$ cat src/rtl/tsr_pkg.sv
package tsr_pkg;
  localparam int LANES = 4;

  typedef enum logic [1:0] {
    OP_SADD = 2'd0,
    OP_MAX  = 2'd1,
    OP_MIN  = 2'd2,
    OP_RSVD = 2'd3
  } red_op_e;
endpackage

$ cat src/rtl/tsr_alu.sv
module tsr_alu #(
  parameter int W = 32
) (
  input  tsr_pkg::red_op_e   op,
  input  logic signed [W-1:0] a,
  input  logic signed [W-1:0] b,
  output logic signed [W-1:0] y
);
  localparam logic signed [W-1:0] MAXV = {1'b0, {(W-1){1'b1}}};
  localparam logic signed [W-1:0] MINV = {1'b1, {(W-1){1'b0}}};

  logic signed [W:0] sum;
  assign sum = {a[W-1], a} + {b[W-1], b};

  always_comb begin
    case (op)
      tsr_pkg::OP_MAX: y = (a > b) ? a : b;
      tsr_pkg::OP_MIN: y = (a < b) ? a : b;
      default: begin
        if (sum[W] != sum[W-1]) y = sum[W] ? MINV : MAXV;
        else                    y = sum[W-1:0];
      end
    endcase
  end
endmodule

$ cat src/rtl/tsr_lane_tree.sv
module tsr_lane_tree #(
  parameter int W     = 32,
  parameter int SLOTS = 8,
  localparam int IDX_W = $clog2(SLOTS),
  localparam int SEL_W = IDX_W + 1,
  localparam int CNT_W = $clog2(tsr_pkg::LANES + 1)
) (
  input  logic                          clk,
  input  logic                          rst,
  input  tsr_pkg::red_op_e              op,
  input  logic                          in_valid,
  input  logic [tsr_pkg::LANES*W-1:0]   in_lanes,
  input  logic [CNT_W-1:0]              in_count,
  input  logic [SEL_W-1:0]              in_slot,
  input  logic                          in_first,
  input  logic                          in_last,
  output logic                          s1_valid,
  output logic                          s1_err,
  output logic signed [W-1:0]           s1_data,
  output logic [IDX_W-1:0]              s1_slot,
  output logic                          s1_first,
  output logic                          s1_last
);
  localparam int HALF = tsr_pkg::LANES / 2;
  localparam logic signed [W-1:0] MAXV = {1'b0, {(W-1){1'b1}}};
  localparam logic signed [W-1:0] MINV = {1'b1, {(W-1){1'b0}}};

  logic signed [W-1:0] ident;
  logic signed [W-1:0] masked [tsr_pkg::LANES];
  logic signed [W-1:0] lvl1   [HALF];
  logic signed [W-1:0] root;
  logic                legal;

  always_comb begin
    case (op)
      tsr_pkg::OP_MAX: ident = MINV;
      tsr_pkg::OP_MIN: ident = MAXV;
      default:         ident = '0;
    endcase
  end

  for (genvar i = 0; i < tsr_pkg::LANES; i++) begin : g_mask
    assign masked[i] = (in_count > CNT_W'(i)) ? in_lanes[i*W +: W] : ident;
  end

  for (genvar p = 0; p < HALF; p++) begin : g_lvl1
    tsr_alu #(.W(W)) u_alu (.op(op), .a(masked[2*p]), .b(masked[2*p+1]), .y(lvl1[p]));
  end

  tsr_alu #(.W(W)) u_root (.op(op), .a(lvl1[0]), .b(lvl1[1]), .y(root));

  assign legal = (in_slot < SEL_W'(SLOTS));

  always_ff @(posedge clk) begin
    if (rst) begin
      s1_valid <= 1'b0;
      s1_err   <= 1'b0;
    end else begin
      s1_valid <= in_valid & legal;
      s1_err   <= in_valid & ~legal;
    end
    s1_data  <= root;
    s1_slot  <= in_slot[IDX_W-1:0];
    s1_first <= in_first;
    s1_last  <= in_last;
  end

  // a zero count under max leaves only the identity in the tree
  a_r4_zero_count: assert property (@(posedge clk) disable iff (rst)
    (in_valid && legal && in_count == '0 && op == tsr_pkg::OP_MAX) |=> (s1_data == MINV));
endmodule

$ cat src/rtl/tsr_slot_acc.sv
module tsr_slot_acc #(
  parameter int W     = 32,
  parameter int SLOTS = 8,
  localparam int IDX_W = $clog2(SLOTS)
) (
  input  logic                 clk,
  input  logic                 rst,
  input  tsr_pkg::red_op_e     op,
  input  logic                 s1_valid,
  input  logic                 s1_err,
  input  logic signed [W-1:0]  s1_data,
  input  logic [IDX_W-1:0]     s1_slot,
  input  logic                 s1_first,
  input  logic                 s1_last,
  output logic                 out_valid,
  output logic signed [W-1:0]  out_data,
  output logic [IDX_W-1:0]     out_slot,
  output logic                 out_err
);
  logic signed [W-1:0] mem [SLOTS];
  logic signed [W-1:0] old_val;
  logic signed [W-1:0] merged;
  logic signed [W-1:0] nxt;

  assign old_val = mem[s1_slot];

  tsr_alu #(.W(W)) u_fold (.op(op), .a(old_val), .b(s1_data), .y(merged));

  assign nxt = s1_first ? s1_data : merged;

  always_ff @(posedge clk) begin
    if (s1_valid) mem[s1_slot] <= nxt;
  end

  always_ff @(posedge clk) begin
    if (rst) begin
      out_valid <= 1'b0;
      out_err   <= 1'b0;
    end else begin
      out_valid <= s1_valid & s1_last;
      out_err   <= s1_err;
    end
    out_data <= nxt;
    out_slot <= s1_slot;
  end

  // a continuing max group never falls below either operand
  a_r5_max_monotone: assert property (@(posedge clk) disable iff (rst)
    (s1_valid && s1_last && !s1_first && op == tsr_pkg::OP_MAX)
      |=> (out_data >= $past(old_val) && out_data >= $past(s1_data)));

  // an error report never coincides with a result
  a_r8_exclusive: assert property (@(posedge clk) disable iff (rst)
    !(out_valid && out_err));
endmodule

$ cat src/rtl/tree_slot_reduce.sv
module tree_slot_reduce #(
  parameter int W     = 32,
  parameter int SLOTS = 8,
  localparam int IDX_W = $clog2(SLOTS),
  localparam int SEL_W = IDX_W + 1,
  localparam int CNT_W = $clog2(tsr_pkg::LANES + 1)
) (
  input  logic                         clk,
  input  logic                         rst,
  input  logic [1:0]                   op_sel,
  input  logic                         in_valid,
  input  logic [tsr_pkg::LANES*W-1:0]  in_lanes,
  input  logic [CNT_W-1:0]             in_count,
  input  logic [SEL_W-1:0]             in_slot,
  input  logic                         in_first,
  input  logic                         in_last,
  output logic                         out_valid,
  output logic [W-1:0]                 out_data,
  output logic [IDX_W-1:0]             out_slot,
  output logic                         out_err
);
  tsr_pkg::red_op_e op;
  logic                s1_valid, s1_err, s1_first, s1_last;
  logic signed [W-1:0] s1_data;
  logic [IDX_W-1:0]    s1_slot;
  logic signed [W-1:0] res;

  assign op = tsr_pkg::red_op_e'(op_sel);

  tsr_lane_tree #(.W(W), .SLOTS(SLOTS)) u_tree (
    .clk(clk), .rst(rst), .op(op),
    .in_valid(in_valid), .in_lanes(in_lanes), .in_count(in_count),
    .in_slot(in_slot), .in_first(in_first), .in_last(in_last),
    .s1_valid(s1_valid), .s1_err(s1_err), .s1_data(s1_data),
    .s1_slot(s1_slot), .s1_first(s1_first), .s1_last(s1_last)
  );

  tsr_slot_acc #(.W(W), .SLOTS(SLOTS)) u_acc (
    .clk(clk), .rst(rst), .op(op),
    .s1_valid(s1_valid), .s1_err(s1_err), .s1_data(s1_data),
    .s1_slot(s1_slot), .s1_first(s1_first), .s1_last(s1_last),
    .out_valid(out_valid), .out_data(res), .out_slot(out_slot), .out_err(out_err)
  );

  assign out_data = res;

  // a legal closing flit yields a result on its own slot two clocks later
  a_r7_latency: assert property (@(posedge clk) disable iff (rst)
    (in_valid && in_slot < SEL_W'(SLOTS) && in_last)
      |-> ##2 (out_valid && out_slot == $past(in_slot[IDX_W-1:0], 2)));

  // an idle cycle produces nothing two clocks later
  a_r7_quiet: assert property (@(posedge clk) disable iff (rst)
    !in_valid |-> ##2 (!out_valid && !out_err));

  // an illegal slot index is flagged and yields no result
  a_r8_bad_slot: assert property (@(posedge clk) disable iff (rst)
    (in_valid && in_slot >= SEL_W'(SLOTS)) |-> ##2 (out_err && !out_valid));
endmodule

$ cat config.mk
export PLATFORM = sky130hd
export DESIGN_NAME = tree_slot_reduce
export DESIGN_NICKNAME = d
export VERILOG_FILES = /design/src/rtl/tsr_pkg.sv /design/src/rtl/tsr_alu.sv /design/src/rtl/tsr_lane_tree.sv /design/src/rtl/tsr_slot_acc.sv /design/src/rtl/tree_slot_reduce.sv
export SDC_FILE = /design/constraint.sdc
export NUM_CORES = 1
export LEC_CHECK = 0
export CORE_ASPECT_RATIO = 1.75
export CORE_MARGIN = 3
export CORE_UTILIZATION = 40
export DETAILED_ROUTE_END_ITERATION = 6
export DONT_BUFFER_PORTS = 1
export GPL_TIMING_DRIVEN = 0
export PLACE_DENSITY = 0.59
export SETUP_SLACK_MARGIN = 0.4
export SYNTH_ARGS = -nofsm -noshare
export SYNTH_HDL_FRONTEND = slang
export SYNTH_SLANG_ARGS = --single-unit
$ cat constraint.sdc
create_clock -name clk -period 13.26 [get_ports clk]
set_clock_uncertainty 0.15 [all_clocks]
set_input_delay 3.978 -clock clk [delete_from_list [all_inputs] [get_ports clk]]
set_output_delay 3.978 -clock clk [all_outputs]
set_load 0.02 [all_outputs]
== After elaboration in Yosys (flattened, before gate mapping) ==
Memories as Yosys holds them, arrays and structs flattened. A register that Yosys moved wholly into a read port is not among the register bits.
Cells that the tools add are included.

* Add/subtract/negate cells: 4
* Muxes and demuxes: 28
* Equality and inequality tests: 6
* Bitwise operators: 4
* Order comparisons: 13

{| class="wikitable"
|+ Operators with widths
! kind !! count
|-
| $mux W32 || 21
|-
| $pmux W32 S2 || 5
|-
| $add A32 B32 Y33 || 4
|-
| $gt A32 B32 Y1 || 4
|-
| $lt A32 B32 Y1 || 4
|-
| $gt A3 B1 Y1 const B || 2
|-
| $gt A3 B2 Y1 const B || 2
|-
| $lt A4 B4 Y1 const B || 1
|-
| $ne A1 B1 Y1 || 4
|-
| $and A1 B1 Y1 || 3
|-
| $eq A2 B1 Y1 const B || 1
|-
| $eq A2 B2 Y1 const B || 1
|-
| $mux W1 || 2
|-
| $not A1 Y1 || 1
|}

* Bits of input ports: 142
* RAM bits: 256
* Word-level logic and storage cells: 66
* Flip-flop bits (word level): 76
* Output and inout bits: 37
* Memories: 1

{| class="wikitable"
|+ Memory list
! name !! words !! bits a word !! rd ports !! clocked after memory_dff !! write ports !! RTL line !! text
|-
| u_acc.mem || 8 || 32 || 1 || 1 || 1 || tsr_slot_acc.sv:20 || <nowiki>logic signed [W-1:0] mem [SLOTS];</nowiki>
|}

== Logic depth before layout (Yosys ltp) ==
* Depth after elaboration: 11
* Depth in mapped cells: 37
* Gate-level depth less buffers: 31

== Cells and area by module ==
A second synthesis with hierarchy kept.

* Cells, all modules: 3282
* Area, all modules: 30391.6 µm²

{| class="wikitable"
|+ Modules (own cells, without submodules)
! module !! cells an instance !! area an instance (µm²) !! seq. area each (µm²) !! instances
|-
| tsr_alu (u_acc.u_fold ...) || 618 || 4216.5 || 0.0 || 3
|-
| tsr_slot_acc || 504 || 11016.8 || 8428.1 || 1
|-
| tsr_alu (u_tree.u_root) || 621 || 4297.9 || 0.0 || 1
|-
| tsr_lane_tree || 303 || 2427.3 || 780.7 || 1
|}

== Least setup slack after synthesis ==
Ideal clock, no wire load.

* Path kind: input to register
* From: in in_count[2]
* To: reg u_tree.s1_data[15]
* Buffers on the path: 8
* Arrival time: 10.750 ns
* Required time: 12.981 ns
* Setup time: 0.129 ns
* Cell stages on the path: 34
* Path slack: 2.231 ns
* Cell sequence: clkbuf_1 > or3_1 > clkbuf_1 > nor2_1 > clkbuf_1 > a21oi_1 > inv_1 > ha_1 > clkbuf_1 > or4_1 > nor4_1 > o31ai_1 > and4b_1 > a211oi_2 > buf_4 > buf_4 > nor2_1 > a21oi_1 > o22ai_1 > o21bai_1 > ha_1 > nor3_1 > a2111o_1 > o221a_1 > o31ai_1 > a211oi_1 > a311oi_2 > o21ai_4 > and2_0 > clkbuf_1 > a21o_1 > buf_2 > a221oi_1 > a21oi_2

* Word-level cells in the longest chain between the ends: 10
* Elaborated cells on any way between the ends: 35
* Classes of those cells: add/sub: 3; order compare: 10; eq/ne: 3; mux: 19

{| class="wikitable"
|+ RTL lines
! what !! RTL line !! text
|-
| start, declared || tree_slot_reduce.sv:13 || <nowiki>input logic [CNT_W-1:0] in_count,</nowiki>
|-
| $gt A3 B1 Y1 or $gt A3 B2 Y1 (tied branches) || tsr_lane_tree.sv:43 || <nowiki>assign masked[i] = (in_count > CNT_W'(i)) ? in_lanes[i*W +: W] : ident;</nowiki>
|-
| $mux W32 || tsr_lane_tree.sv:43 ||
|-
| $add A32 B32 Y33 || tsr_alu.sv:13 || <nowiki>assign sum = {a[W-1], a} + {b[W-1], b};</nowiki>
|-
| $mux W32 or $ne A1 B1 Y1 (tied branches) || tsr_alu.sv:20 || <nowiki>if (sum[W] != sum[W-1]) y = sum[W] ? MINV : MAXV;</nowiki>
|-
| $mux W32 || tsr_alu.sv:20 ||
|-
| $pmux W32 S2 || tsr_alu.sv:16 || <nowiki>case (op)</nowiki>
|-
| $add A32 B32 Y33 || tsr_alu.sv:13 ||
|-
| $mux W32 or $ne A1 B1 Y1 (tied branches) || tsr_alu.sv:20 ||
|-
| $mux W32 || tsr_alu.sv:20 ||
|-
| $pmux W32 S2 * || tsr_alu.sv:16 ||
|-
| net u_tree.root[15] || tsr_lane_tree.sv:31 || <nowiki>logic signed [W-1:0] root;</nowiki>
|-
| end signal, assigned || tsr_lane_tree.sv:62 || <nowiki>s1_data <= root;</nowiki>
|-
| end, declared || tsr_lane_tree.sv:19 || <nowiki>output logic signed [W-1:0] s1_data,</nowiki>
|}

The timed path passes the listed nets; every way through them passes the cells marked *.
A chain may end at the register's enable or synchronous reset.

== Worst setup path after layout ==
* From: in op_sel[0]
* To: reg u_tree.s1_data[12]

* Word-level cells in the longest chain between the ends: 11
* Elaborated cells on any way between the ends: 34
* Classes of those cells: add/sub: 3; order compare: 6; eq/ne: 5; mux: 20

{| class="wikitable"
|+ RTL lines
! what !! RTL line !! text
|-
| start, declared || tree_slot_reduce.sv:10 || <nowiki>input logic [1:0] op_sel,</nowiki>
|-
| $eq A2 B2 Y1 or $eq A2 B1 Y1 (tied branches) || tsr_alu.sv:16, tsr_lane_tree.sv:35 ||
|-
| $pmux W32 S2 || tsr_lane_tree.sv:35 || <nowiki>case (op)</nowiki>
|-
| $mux W32 || tsr_lane_tree.sv:43 ||
|-
| $add A32 B32 Y33 || tsr_alu.sv:13 ||
|-
| $mux W32 or $ne A1 B1 Y1 (tied branches) || tsr_alu.sv:20 ||
|-
| $mux W32 || tsr_alu.sv:20 ||
|-
| $pmux W32 S2 || tsr_alu.sv:16 ||
|-
| $add A32 B32 Y33 || tsr_alu.sv:13 ||
|-
| $mux W32 or $ne A1 B1 Y1 (tied branches) || tsr_alu.sv:20 ||
|-
| $mux W32 || tsr_alu.sv:20 ||
|-
| $pmux W32 S2 * || tsr_alu.sv:16 ||
|-
| net u_tree.root[12] || tsr_lane_tree.sv:31 ||
|}

Marks and branches as above.

==> metrics.md <==
| Metric | Value |
|---|---|
| Number of buffers created by CTS | `27` |
| Final Cycle Share | `0.957` |
| Multi-input logic area | `roughly 0.017 mm^2` |
| Post-Synthesis Cells | `~3100` |
| Worst slew margin | `0.216` |
| WL/cell | `around 27 um` |
| Area after DPL | `just under 0.03 mm^2` |
| Final core utilization | `0.443` |
| DRC viols | `0` |
| Outcome | `complete, no violations` |
| Most frequent cells in the layout | `a21oi_1, inv_1, ha_1, nand2_1, edfxtp_1` |
| Clk Latency, worst-skew pair | `a little under 600 ps` |
| Final-report hold violation count | `0` |
| HP Class | `register to register` |
| Clk slew on worst S/H paths | `70 ps` |
| Top Usage Layer GRT | `met2` |
| Clock sink count | `roughly 330` |
| Nets | `around 3500` |
| Syn avg cell area | `about 9 um^2` |
| CTS H-Tree Depth | `1` |
| Met1 Usage GRT | `0.282` |
| CP Data Required Time | `between 10000 and 15000 ps` |
| Initial antenna violation count | `3` |
| DRT iter0 DRCs | `around 1800` |
| CP Capture Type | `register` |
| CP startpoint | `op_sel[0]` |
| Worst Path Arrival | `~13000 ps` |
| Max stage delay on crit path | `~520 ps` |
| Non-Filler Instances | `slightly above 4000` |
| CTS tree | `built` |
| Hold wc startpoint | `u_tree.s1_slot[0]` |
| Count of different cell masters after synthesis | `between 90 and 100` |
| Die height | `around 350 um` |
| IO buf count | `0` |
| Slew @ Worst Pin | `roughly 1200 ps` |
| ANT nets after route | `0` |
| Num rows | `~130` |
| Tot GR Track Use | `0.287` |
| Largest net degree at the start of global routing | `25` |
| Kind of critical path | `input port to register` |
| #FFs+latches synth | `around 330` |
| Gr ovfl total | `0` |
| First-pass GRT wire length | `156 mm` |
| Synth Flop Type | `edfxtp_1` |
| Clk buf depth | `3` |
| Cell area after layout | `approximately 0.030 mm^2` |
| Power, Total | `between 5 and 6 mW` |
| Area grow syn2layout | `9.37%` |
| Final setup fails | `0` |
| Post-synth EDFFs | `about 260` |
| Commonest non-fill, non-tap cell in the layout | `a21oi_1` |
| Placed instance count | `around 4000` |
| FF+latch area | `0.00921 mm^2` |
| Die width | `~210 um` |
| Vias in the first global route | `approximately 25000` |
| I/O pin total | `between 150 and 200` |
| Max Freq | `between 70 and 80 MHz` |
| Register area share after synthesis | `0.331` |
| Initial Util | `0.405` |
| Mapped Area | `0.0278 mm^2` |
| Max FO, Critical Path | `10` |
| Full die area | `0.0729 mm^2` |
| Pwr per Cell Area | `between 150 and 200 mW/mm^2` |
| Slowest-stage cell, CP | `nor4_2` |
| Cts hold-fix bufs | `0` |
| Layout cells sized above 1 | `0.106` |
| DR pass1 iterations | `5` |
| GR Util met2 | `0.521` |
| Tmin final | `12680 ps` |
| M3 GR Usage | `0.0429` |
| Gpl congestion | `between 1 and 1.5` |
| Max-slew violation count | `0` |
| Setup repair after global routing missed its margin | `false` |
| Detail Placement HPWL | `about 87 mm` |
| VDD IR max | `0.000101 V` |
| Hold slack | `~200 ps` |
| Max cap viols | `0` |
| CP Launch Type | `input port` |
| Fill count | `6861` |
| Leak Pwr | `12.6 nW` |
| Core footprint | `around 0.069 mm^2` |
| Post-Syn Nets | `3484` |
| Drt via density | `between 6 and 7` |
| Asr flop ratio synth | `0` |
| YS warnings | `0` |
| Vias | `24600` |
| Root Buffer | `clkbuf_16` |
| Worst r2r src | `u_tree.s1_slot[0]` |
| Final WL | `~110 mm` |
[critical path: cells and delay by family]
| family | cells | cell delay (ps) |
|---|---|---|
| AOI/OAI and AO/OA | 15 | 3470 |
| adders and majority gates | 3 | 800 |
| buffers and inverters | 12 | 2620 |
| and+or+nand+nor | 7 | 2050 |
[power by group]
part	internal, mW	total [mW]	switching [mW]
combinational	1.05	3.08	2.03
clock	0.416	0.798	0.381
sequential	1.37	1.55	0.175
total	2.84	5.43	2.58
[cells in the mapped netlist, types with 33 or more instances]
cell / count / area (um^2)
a221oi_1: 37 / 324
mux2i_1: 50 / 500
a21oi_1: 383 / 1920
edfxtp_1: 256 / 7690
a22o_1: 62 / 543
mux2_2: 43 / 484
nor3_1: 35 / 175
inv_1: 277 / 1040
mux4_2: 64 / 1440
nand3_1: 33 / 165
nand2_1: 258 / 968
nor2b_1: 33 / 206
xnor2_1: 69 / 604
dfxtp_1: 76 / 1520
ha_1: 261 / 3270
a21o_1: 81 / 608
o21ai_0: 155 / 776
a22oi_1: 67 / 503
clkbuf_1: 147 / 552
nor2_1: 186 / 698
[area by class of cell]
cell class / count / share of cell area
antenna: 3 / 0.000247
inverter: 278 / 0.0343
clock buffer: 36 / 0.0243
multi-input combinational: 2275 / 0.562
timing repair buffer: 19 / 0.00790
clock inverter: 13 / 0.00383
buffer: 192 / 0.0272
tap: 903 / 0.0371
sequential: 332 / 0.303
[sequential cells by signal, indices dropped and copies added (netlist names)]
signal,cells
u_tree.s1_last,1
u_acc.out_valid,1
u_tree.s1_data,32
u_tree.s1_err,1
u_acc.out_data,32
u_acc.mem,256
u_acc.out_slot,3
u_acc.out_err,1
u_tree.s1_slot,3
u_tree.s1_first,1
u_tree.s1_valid,1
[final timing paths]
check	endpoint	cells past startpoint	slack, ps
setup reg to reg	u_acc.mem[1][25]	16	5060
setup / recovery	u_tree.s1_data[12]	37	580
hold reg to reg	u_acc.out_slot[0]	0	200
hold / removal	u_acc.out_slot[0]	0	200
[stage by stage]
| step | setup TNS (ps) | setup slack, ps |
|---|---|---|
| detailed placement | -31950 | -1330 |
| global route | 0 | 408 |
| floorplan | 0 | 2230 |
| CTS | 0 | 408 |
| finish | 0 | 575 |
| global placement | -33460 | -1410 |
[kinds of logic after synthesis]
logic type                 count (synthesis)  synth area share
AOI/OAI and AO/OA                       1050             0.245
buffers and inverters                    470            0.0658
xor gates and xnor gates                  99            0.0319
DFF                                      332             0.331
muxes                                    157            0.0872
adders and majority gates                272             0.123
and+or+nand+nor                          697             0.116
[layer usage]
metal,routed length [um],part of all wire
met1,35900,0.33
met2,54600,0.51
met3,5730,0.053
met4,11200,0.10
met5,0,0
[what timing repair did]
item	CTS	global route
cloned	0	0
buffers inserted	3	4
setup endpoints to repair	32	32
pin swaps	2	2
resized for setup	31	87
Note: power is estimated with default switching activity, not from simulation.
